<file path="src/rtl/swa_pkg.sv">
package swa_pkg;

    // Round-robin successor of idx in a ring of n entries.
    function automatic int wrap_next(int idx, int n);
        return (idx + 1 >= n) ? 0 : idx + 1;
    endfunction

endpackage

</file>
<file path="src/rtl/swa_rr_pick.sv">
module swa_rr_pick #(
    parameter int N  = 4,
    parameter int IW = 2
) (
    input  logic [N-1:0]  req,
    input  logic [IW-1:0] ptr,
    output logic          found,
    output logic [IW-1:0] idx
);

    always_comb begin
        int c;
        found = 1'b0;
        idx   = '0;
        for (int k = 0; k < N; k++) begin
            c = int'(ptr) + k;
            if (c >= N) c = c - N;
            if (!found && req[c]) begin
                found = 1'b1;
                idx   = IW'(c);
            end
        end
    end

endmodule

</file>
<file path="src/rtl/swa_in_stage.sv">
module swa_in_stage #(
    parameter int NPORT = 4,
    parameter int NVC   = 4,
    parameter int NVNET = 2,
    parameter int PW    = 2,
    parameter int VW    = 2
) (
    input  logic                  clk,
    input  logic                  rst_n,
    input  logic [NVC-1:0]        vc_ready,
    input  logic [NVC*PW-1:0]     vc_port,
    input  logic [NVC-1:0]        vc_has_ovc,
    input  logic [NVC*VW-1:0]     vc_ovc,
    input  logic [NVC-1:0]        vc_tail,
    input  logic [NPORT*NVC-1:0]  ovc_free,
    input  logic [NPORT*NVC-1:0]  ovc_credit,
    output logic                  req_valid,
    output logic [PW-1:0]         req_port,
    output logic [VW-1:0]         req_vc,
    output logic [VW-1:0]         req_ovc,
    output logic                  req_alloc,
    output logic                  req_tail
);
    import swa_pkg::*;

    localparam int VPN = NVC / NVNET;

    logic [NVC-1:0] elig;
    logic [VW-1:0]  ptr_q;
    logic           pick_found;
    logic [VW-1:0]  pick_idx;

    // Eligibility: credit on owned output VC, or a free VC in the network.
    always_comb begin
        int p;
        int o;
        int vn;
        logic any_free;
        for (int v = 0; v < NVC; v++) begin
            p  = int'(vc_port[v*PW +: PW]);
            o  = int'(vc_ovc[v*VW +: VW]);
            vn = v / VPN;
            any_free = 1'b0;
            elig[v]  = 1'b0;
            if (p < NPORT) begin
                for (int j = 0; j < VPN; j++)
                    any_free = any_free | ovc_free[p*NVC + vn*VPN + j];
                if (vc_has_ovc[v])
                    elig[v] = vc_ready[v] & ovc_credit[p*NVC + o];
                else
                    elig[v] = vc_ready[v] & any_free;
            end
        end
    end

    swa_rr_pick #(.N(NVC), .IW(VW)) u_pick (
        .req   (elig),
        .ptr   (ptr_q),
        .found (pick_found),
        .idx   (pick_idx)
    );

    always_ff @(posedge clk) begin
        if (!rst_n)
            ptr_q <= '0;
        else if (pick_found)
            ptr_q <= VW'(wrap_next(int'(pick_idx), NVC));
    end

    // Winner fields and output-VC choice for a head flit.
    always_comb begin
        int w;
        int p;
        int vn;
        logic [VW-1:0] low_free;
        w  = int'(pick_idx);
        p  = int'(vc_port[w*PW +: PW]);
        vn = w / VPN;
        low_free = '0;
        if (p < NPORT) begin
            for (int j = VPN - 1; j >= 0; j--)
                if (ovc_free[p*NVC + vn*VPN + j])
                    low_free = VW'(vn*VPN + j);
        end
        req_valid = pick_found;
        req_vc    = pick_idx;
        req_port  = vc_port[w*PW +: PW];
        req_tail  = vc_tail[w];
        req_alloc = ~vc_has_ovc[w];
        req_ovc   = vc_has_ovc[w] ? vc_ovc[w*VW +: VW] : low_free;
    end

endmodule

</file>
<file path="src/rtl/swa_out_stage.sv">
module swa_out_stage #(
    parameter int NPORT = 4,
    parameter int PW    = 2
) (
    input  logic                      clk,
    input  logic                      rst_n,
    input  logic [NPORT-1:0]          req_valid,
    input  logic [NPORT-1:0][PW-1:0]  req_port,
    output logic [NPORT-1:0]          out_found,
    output logic [NPORT-1:0][PW-1:0]  out_sel
);
    import swa_pkg::*;

    for (genvar go = 0; go < NPORT; go++) begin : g_out
        logic [NPORT-1:0] want;
        logic [PW-1:0]    ptr_q;

        always_comb begin
            for (int i = 0; i < NPORT; i++)
                want[i] = req_valid[i] && (int'(req_port[i]) == go);
        end

        swa_rr_pick #(.N(NPORT), .IW(PW)) u_pick (
            .req   (want),
            .ptr   (ptr_q),
            .found (out_found[go]),
            .idx   (out_sel[go])
        );

        always_ff @(posedge clk) begin
            if (!rst_n)
                ptr_q <= '0;
            else if (out_found[go])
                ptr_q <= PW'(wrap_next(int'(out_sel[go]), NPORT));
        end
    end

endmodule

</file>
<file path="src/rtl/swa_top.sv">
module swa_top #(
    parameter int NPORT = 4,
    parameter int NVC   = 4,
    parameter int NVNET = 2,
    localparam int PW   = (NPORT > 1) ? $clog2(NPORT) : 1,
    localparam int VW   = (NVC > 1) ? $clog2(NVC) : 1
) (
    input  logic                     clk,
    input  logic                     rst_n,
    input  logic [NPORT*NVC-1:0]     vc_ready,
    input  logic [NPORT*NVC*PW-1:0]  vc_port,
    input  logic [NPORT*NVC-1:0]     vc_has_ovc,
    input  logic [NPORT*NVC*VW-1:0]  vc_ovc,
    input  logic [NPORT*NVC-1:0]     vc_tail,
    input  logic [NPORT*NVC-1:0]     ovc_free,
    input  logic [NPORT*NVC-1:0]     ovc_credit,
    output logic [NPORT-1:0]         gnt_valid,
    output logic [NPORT*VW-1:0]      gnt_vc,
    output logic [NPORT*PW-1:0]      gnt_port,
    output logic [NPORT*VW-1:0]      gnt_ovc,
    output logic [NPORT-1:0]         gnt_alloc,
    output logic [NPORT-1:0]         crd_free,
    output logic [NPORT-1:0]         xbar_valid,
    output logic [NPORT*PW-1:0]      xbar_sel
);

    logic [NPORT-1:0]          req_valid;
    logic [NPORT-1:0][PW-1:0]  req_port;
    logic [NPORT-1:0][VW-1:0]  req_vc;
    logic [NPORT-1:0][VW-1:0]  req_ovc;
    logic [NPORT-1:0]          req_alloc;
    logic [NPORT-1:0]          req_tail;
    logic [NPORT-1:0]          out_found;
    logic [NPORT-1:0][PW-1:0]  out_sel;
    logic [NPORT-1:0]          in_gnt;

    for (genvar gi = 0; gi < NPORT; gi++) begin : g_in
        swa_in_stage #(
            .NPORT (NPORT), .NVC (NVC), .NVNET (NVNET), .PW (PW), .VW (VW)
        ) u_in (
            .clk        (clk),
            .rst_n      (rst_n),
            .vc_ready   (vc_ready[gi*NVC +: NVC]),
            .vc_port    (vc_port[gi*NVC*PW +: NVC*PW]),
            .vc_has_ovc (vc_has_ovc[gi*NVC +: NVC]),
            .vc_ovc     (vc_ovc[gi*NVC*VW +: NVC*VW]),
            .vc_tail    (vc_tail[gi*NVC +: NVC]),
            .ovc_free   (ovc_free),
            .ovc_credit (ovc_credit),
            .req_valid  (req_valid[gi]),
            .req_port   (req_port[gi]),
            .req_vc     (req_vc[gi]),
            .req_ovc    (req_ovc[gi]),
            .req_alloc  (req_alloc[gi]),
            .req_tail   (req_tail[gi])
        );
    end

    swa_out_stage #(.NPORT (NPORT), .PW (PW)) u_out (
        .clk       (clk),
        .rst_n     (rst_n),
        .req_valid (req_valid),
        .req_port  (req_port),
        .out_found (out_found),
        .out_sel   (out_sel)
    );

    // Fold per-output winners back onto the inputs.
    always_comb begin
        in_gnt = '0;
        for (int o = 0; o < NPORT; o++)
            if (out_found[o])
                in_gnt[out_sel[o]] = 1'b1;
    end

    always_ff @(posedge clk) begin
        if (!rst_n) begin
            gnt_valid  <= '0;
            gnt_vc     <= '0;
            gnt_port   <= '0;
            gnt_ovc    <= '0;
            gnt_alloc  <= '0;
            crd_free   <= '0;
            xbar_valid <= '0;
            xbar_sel   <= '0;
        end else begin
            for (int i = 0; i < NPORT; i++) begin
                gnt_valid[i]         <= in_gnt[i];
                gnt_vc[i*VW +: VW]   <= in_gnt[i] ? req_vc[i]   : '0;
                gnt_port[i*PW +: PW] <= in_gnt[i] ? req_port[i] : '0;
                gnt_ovc[i*VW +: VW]  <= in_gnt[i] ? req_ovc[i]  : '0;
                gnt_alloc[i]         <= in_gnt[i] & req_alloc[i];
                crd_free[i]          <= in_gnt[i] & req_tail[i];
            end
            for (int o = 0; o < NPORT; o++) begin
                xbar_valid[o]        <= out_found[o];
                xbar_sel[o*PW +: PW] <= out_found[o] ? out_sel[o] : '0;
            end
        end
    end

endmodule

</file>
<file path="config.mk">
export PLATFORM = sky130hd
export DESIGN_NAME = swa_top
export DESIGN_NICKNAME = d
export VERILOG_FILES = /design/src/rtl/swa_pkg.sv /design/src/rtl/swa_rr_pick.sv /design/src/rtl/swa_in_stage.sv /design/src/rtl/swa_out_stage.sv /design/src/rtl/swa_top.sv
export SDC_FILE = /design/constraint.sdc
export NUM_CORES = 1
export LEC_CHECK = 0
export BUFFER_PORTS_ARGS = -buffer_cell sky130_fd_sc_hd__buf_4
export CORE_UTILIZATION = 35
export DETAILED_ROUTE_END_ITERATION = 8
export PLACE_DENSITY = 0.55
export SLEW_MARGIN = 20
export SYNTH_ARGS = -nofsm -noshare
export SYNTH_HDL_FRONTEND = slang
export SYNTH_SLANG_ARGS = --single-unit
</file>
<file path="constraint.sdc">
create_clock -name clk -period 4.3 [get_ports clk]
set_input_delay 0.645 -clock clk [delete_from_list [all_inputs] [get_ports clk]]
set_output_delay 0.645 -clock clk [all_outputs]
set_load 0.01 [all_outputs]
</file>
=== After elaboration in Yosys (flattened, before gate mapping) ===
Cells that the tools add are included.

* Input bits: 146
* Register bits: 64
* Bits in latches: 0
* Memory bits (read-only): 0
* Bits in writable memories: 0
* Memories: 0

* $add $sub $neg: 116
* Divide/modulo/power cells: 0
* Equality and inequality tests: 12
* Bitwise operators: 63
* Order comparisons: 140
* Shift operators: 8
* Reduce and logical (&&, ||, !) cells: 80
* Multiply operators: 0
* Multiplexer cells: 416

{| class="wikitable"
|+ Operator list
! operator !! number
|-
| $lt 32x6->1 const B || 48
|-
| $lt 32x4->1 const B || 32
|-
| $mux 32 || 32
|-
| $add 32x2->32 const B || 12
|-
| $mux 1 || 228
|-
| $bmux 1 s4 || 48
|-
| $mux 2 || 52
|-
| $add 4x2->5 || 20
|-
| $bmux 1 s2 || 48
|-
| $ge 3x3->1 const B || 32
|-
| $sub 3x3->4 const B || 24
|-
| $shiftx 8x4->2 || 8
|-
| $add 2x1->3 const B || 16
|-
| $add 2x2->3 const B || 16
|-
| $logic_and 1x1->1 || 44
|-
| $add 4x1->5 const B || 8
|-
| $add 4x2->5 const B || 8
|-
| $and 1x1->1 || 40
|-
| $lt 4x5->1 const B || 8
|-
| $sub 2x3->4 const B || 8
|-
| $ge 2x3->1 const B || 8
|-
| $logic_not 1->1 || 24
|-
| $lt 2x3->1 const B || 8
|-
| $eq 2x2->1 const B || 8
|-
| other kinds (10) || 55
|}

=== Depth between registers and ports, before layout ===
* Word-level depth: 49
* Gate-level depth with buffers: 19
* Gate-level depth less buffers: 17

=== Modules after synthesis ===
A second synthesis with hierarchy kept.

* Cell total of the unflattened synthesis: 731
* Area total of the unflattened synthesis: 7262.0 um^2

{| class="wikitable"
|+ By module, submodules not included
! module !! instances !! sequential area each (um^2) !! cells each !! area an instance (um^2)
|-
| swa_in_stage (g_in[1].u_in ...) || 2 || 40.0 || 101 || 1124.8
|-
| swa_top || 1 || 960.9 || 159 || 1647.8
|-
| swa_in_stage (g_in[3].u_in) || 1 || 40.0 || 97 || 1129.8
|-
| swa_in_stage (g_in[0].u_in) || 1 || 40.0 || 101 || 1113.6
|-
| swa_rr_pick || 8 || 0.0 || 15 || 77.6
|-
| swa_out_stage || 1 || 160.2 || 52 || 500.5
|}

=== Worst setup path before layout ===
Ideal clock, no wire load.

* Path kind: in2reg
* Start: input vc_port[22]
* End: register gnt_ovc[7]
* Setup time: 0.134 ns
* Setup slack: -0.329 ns
* Data required time: 4.166 ns
* Cell stages on the path: 15
* Arrival: 4.495 ns
* Path through: clkbuf_1 mux4_2 o311ai_1 nor2b_1 nor3_4 inv_2 mux2_4 nor2_1 a221oi_1 o21ai_0 inv_1 ha_1 a22o_1 o31ai_4 nor3_1

{| class="wikitable"
|+ RTL lines
! item !! line !! RTL
|-
| start, declared || swa_top.sv:11 || <nowiki>input logic [NPORT*NVC*PW-1:0] vc_port,</nowiki>
|-
| end signal, assigned by index || swa_top.sv:91 || <nowiki>gnt_ovc[i*VW +: VW] <= in_gnt[i] ? req_ovc[i] : '0;</nowiki>
|-
| end, declared || swa_top.sv:20 || <nowiki>output logic [NPORT*VW-1:0] gnt_ovc,</nowiki>
|}

=== Worst setup path after layout ===
* Start: input ovc_credit[7]
* End: register gnt_vc[0]

* Cells in the longest elaborated chain, start to end: 46
* Elaborated cells on any way between the ends: 352

{| class="wikitable"
|+ RTL lines
! item !! line !! RTL
|-
| start, declared || swa_top.sv:16 || <nowiki>input logic [NPORT*NVC-1:0] ovc_credit,</nowiki>
|-
| $bmux 1 s4 || swa_in_stage.sv:49 || <nowiki>elig[v] = vc_ready[v] & ovc_credit[p*NVC + o];</nowiki>
|-
| $mux 1 (not written as such) (2 in a row) || swa_in_stage.sv:49 ||
|-
| $and 1x1->1 || swa_in_stage.sv:49 ||
|-
| $mux 1 || swa_in_stage.sv:48 || <nowiki>if (vc_has_ovc[v])</nowiki>
|-
| $bmux 1 s2 || swa_rr_pick.sv:18 || <nowiki>if (!found && req[c]) begin</nowiki>
|-
| $mux 1 (not written as such) (2 in a row) || swa_rr_pick.sv:18 ||
|-
| $mux 1 || swa_rr_pick.sv:18 ||
|-
| $logic_not 1->1 || swa_rr_pick.sv:18 ||
|-
| [... 28 more ...] || - ||
|-
| $mux 4 || swa_top.sv:72 || <nowiki>if (out_found[o])</nowiki>
|-
| $or 4x4->4 (no line) || - ||
|-
| $mux 4 || swa_top.sv:72 ||
|-
| $or 4x4->4 (no line) || - ||
|-
| $mux 4 || swa_top.sv:72 ||
|-
| $or 4x4->4 (no line) || - ||
|-
| $mux 4 || swa_top.sv:72 ||
|-
| $reduce_and 2->1 (no line) || - ||
|-
| end signal, assigned by index || swa_top.sv:89 || <nowiki>gnt_vc[i*VW +: VW] <= in_gnt[i] ? req_vc[i] : '0;</nowiki>
|-
| end, declared || swa_top.sv:18 || <nowiki>output logic [NPORT*VW-1:0] gnt_vc,</nowiki>
|}

Parallel ways exist; a longest one is shown, timed or not. The select of a mux whose other input is x is not followed.
A chain may end at the register's enable or synchronous reset.

==> impl_metrics.csv <==
group,metric,value,unit
timing,final_max_slew_viol_count,0,
synthesis,ys_async_sr_fraction,0,
critical_path,reg2reg_slack,0.86,ns
placement,finalWeightedCongestion,0.9773,
timing,hold_slack,0.5601,ns
die,core,21290,um2
min_path,hold_class,"reg -> reg",
finish,drive_gt1_frac,0.5228,
clocking,cts_tree,"built",
die,start_util,0.3618,
critical_path,cp_top_family,"compound AO/OA/AOI/OAI gates",
critical_path,cp-end-kind,"register",
grt,grt_pass1_vias,8835,
die,die_area,22600,um2
timing,worst-slew-pin-transition,0.7095,ns
finish,nets,1493,
synthesis,ys_ff_latch,64,
flow_run,drv_cap,0,
critical_path,crit_slowest_cell,"mux4_2",
synthesis,synthDistinctLibCells,76,
grt,grt_pass1_wl,49190,um
timing,finalSetupViolCount,9,
detailed_routing,dr.pass1.iters,7,
detailed_routing,routed_wl,33870,um
clocking,h-tree-depth,3,
synthesis,synth_ff_type,"dfxtp_1",
timing,rsz0062_at_grt,"yes",
detailed_routing,drtIter0Drc,720,
grt,grt-ovfl-total,0,
placement,io_buffers,193,
finish,fin_area,12780,um2
timing,slew_headroom,0.5264,
clocking,cts.clk_slew.worst_paths,0.06,ns
outcome,violations,"setup timing",
timing,worst_slack,-0.06969,ns
placement,post-place-ws,-0.6444,ns
clocking,ctsHoldBuffers,0,
clocking,cts_root_buf,"clkbuf_16",
synthesis,syn_avg_cell_area,8.427,um2
power,cellLeakagePower,5.712,nW
synthesis,synth_top_area_frac,0.1667,
synthesis,netlist_top_cells_area,"mux4_2, dfxtp_1, mux2i_1, nand2_1, nor2_1",
finish,syn_to_final_growth,65.94,%
clocking,cts_made_buffers,9,
placement,dp_hpwl,24850,um
synthesis,synth_cells,914,
grt,antenna_found_initial,0,
synthesis,syn_nets,1076,
grt,grt_max_degree,16,
critical_path,worstPathCellList,"buf_12 > mux4_2 > mux2i_1 > nor3_2 > a311oi_2 > buf_4 > o31a_1 > o2111ai_4 > buf_4 > a221oi_2 > a21oi_4 > a221oi_2 > o21ai_2 > buf_6 > ha_4 > a22o_1 > o31ai_4 > clkbuf_16 > nor2_1",
timing,max_freq,228.8,MHz
synthesis,synth_edf_count,0,
clocking,clock_path_buffers,2,
timing,hold_viol_final,0,
critical_path,cp.required,4.53,ns
die,rows,53,
critical_path,start_kind,"input port",
critical_path,worstPathArrival,4.60,ns
critical_path,timing_worst_setup_path_type,"in -> reg",
timing,fin_crit,4.370,ns
critical_path,critPathBufInv,5,
detailed_routing,num_vias,9418,
die,die_w,150.3,um
detailed_routing,drt-wirelength-per-cell,21.04,um
synthesis,yosysTopAreaCell,"mux4_2",
die,io_pins,194,
clocking,clk_latency,0.35,ns
synthesis,ys_seq_area_frac,0.1663,
synthesis,synth_area,7702,um2
finish,layout_commonest_cell,"buf_4",
finish,layout_common_cells,"buf_4, mux2i_1, nand2_1",
die,fp.dieH,150.3,um
critical_path,cpPeakStageDelay,0.47,ns
detailed_routing,final_antenna_net_count,0,
grt,grt_usage,0.2885,
placement,dpl_cell_area,11270,um2
outcome,status,"complete, but fails checks",
timing,finClkSkew,0.01312,ns
detailed_routing,drc_errors,0,
synthesis,synth_warnings,0,
finish,diodes,0,
power,powerDensity,418.4,nW/um2
critical_path,crit_fanout,10,
detailed_routing,vias_per_cell,5.850,
timing,period_share,1.016,
power,vdd_drop_max,217.6,uV
clocking,clock-sinks,64,
finish,fillers,1922,
-- registers in the layout, indices dropped and copies added, names as in the netlist, named ones only --
signal             flops
crd_free               4
g_in.u_in.ptr_q        8
gnt_alloc              4
gnt_ovc                8
gnt_port               8
gnt_valid              4
gnt_vc                 8
u_out.g_out.ptr_q      7
xbar_sel               8
xbar_valid             4
-- worst reg2reg max path: stages, from the launching register on --
cell and delay [ns]:
dfxtp_1 0.50, nor2_1 0.15, a22oi_2 0.20, o211a_4 0.25, buf_6 0.13, mux2i_1 0.21, a22oi_2 0.07, buf_4 0.16
buf_4 0.14, a221oi_4 0.28, o21ai_2 0.10, buf_6 0.13, ha_4 0.15, a22o_1 0.25, o31ai_4 0.36, clkbuf_16 0.21
nor2_1 0.03
-- final cells by class --
type | instances | area, um2 | area share
timing repair buffer | 469 | 3860 | 0.3020
multi-input combinational | 735 | 6779 | 0.5304
tap | 275 | 344.1 | 0.02692
clock inverter | 3 | 65.06 | 0.005091
inverter | 52 | 195.2 | 0.01527
clock buffer | 12 | 256.5 | 0.02007
sequential | 64 | 1281 | 0.1002
-- kinds of logic after synthesis --
| kind of cell | share of synthesized area |
|---|---|
| buffers and inverters | 0.05799 |
| adder cells (fa/ha/maj) | 0.02729 |
| XOR/XNOR | 0.003412 |
| AND/OR/NAND/NOR | 0.2146 |
| AO/OA/AOI/OAI | 0.2091 |
| flip-flops | 0.1663 |
| multiplexers | 0.3213 |
-- stage by stage --
step	power [mW]	util	cells	TNS [ns]
CTS	4.916	0.5501	1582	-0.01356
detailed placement	4.008	0.5292	1565	-20.06
floorplan	2.555	-	914	0
global route	5.677	0.6004	1610	-3.206
global placement	3.989	0.5292	1565	-18.88
finish	5.347	0.6004	1610	-0.4375
-- synth_stat cells (all sizes together), types with 5 or more instances --
library cell / number
a21oi: 35
nor2b: 22
a22oi: 10
or3: 5
mux4: 57
o211a: 7
nor2: 74
o31ai: 9
nand3b: 5
nand3: 45
clkbuf: 50
a221oi: 8
buf: 13
nor4: 6
a211oi: 22
nand2b: 29
nor3: 16
mux2i: 95
o22ai: 9
and2: 21
mux2: 21
nand4: 6
a22o: 9
dfxtp: 64
inv: 52
nand2: 75
o21ai: 33
a311oi: 9
o211ai: 7
ha: 16
nor3b: 11
a31oi: 13
-- per-layer routing --
metal	up-vias	track usage	routed length (um)
met5	-	0	0
met4	0	0.09899	1064
met3	79	0.04697	2778
met2	475	0.4804	15910
met1	4554	0.3761	14120
li1	4310	-	-
-- what timing repair did --
| item | 4_1_cts | 5_1_grt |
|---|---|---|
| cloned | 0 | 3 |
| endpoints found under the setup margin | 36 | 36 |
| resized for setup | 26 | 176 |
| pin swaps | 5 | 30 |
| setup buffers | 2 | 27 |
-- power by group --
group	internal [mW]	switching, mW
logic	1.86	1.74
registers	0.803	0.114
clock network	0.536	0.293
-- final timing paths --
path	to	from	cells past startpoint
max	gnt_vc[0]	ovc_credit[7]	19
min	g_in[2].u_in.ptr_q[0]	g_in[2].u_in.ptr_q[0]	1
max reg2reg	gnt_vc[0]	g_in[1].u_in.ptr_q[1]	16
min reg2reg	g_in[2].u_in.ptr_q[0]	g_in[2].u_in.ptr_q[0]	1
Note: power is estimated with default switching activity, not from simulation.
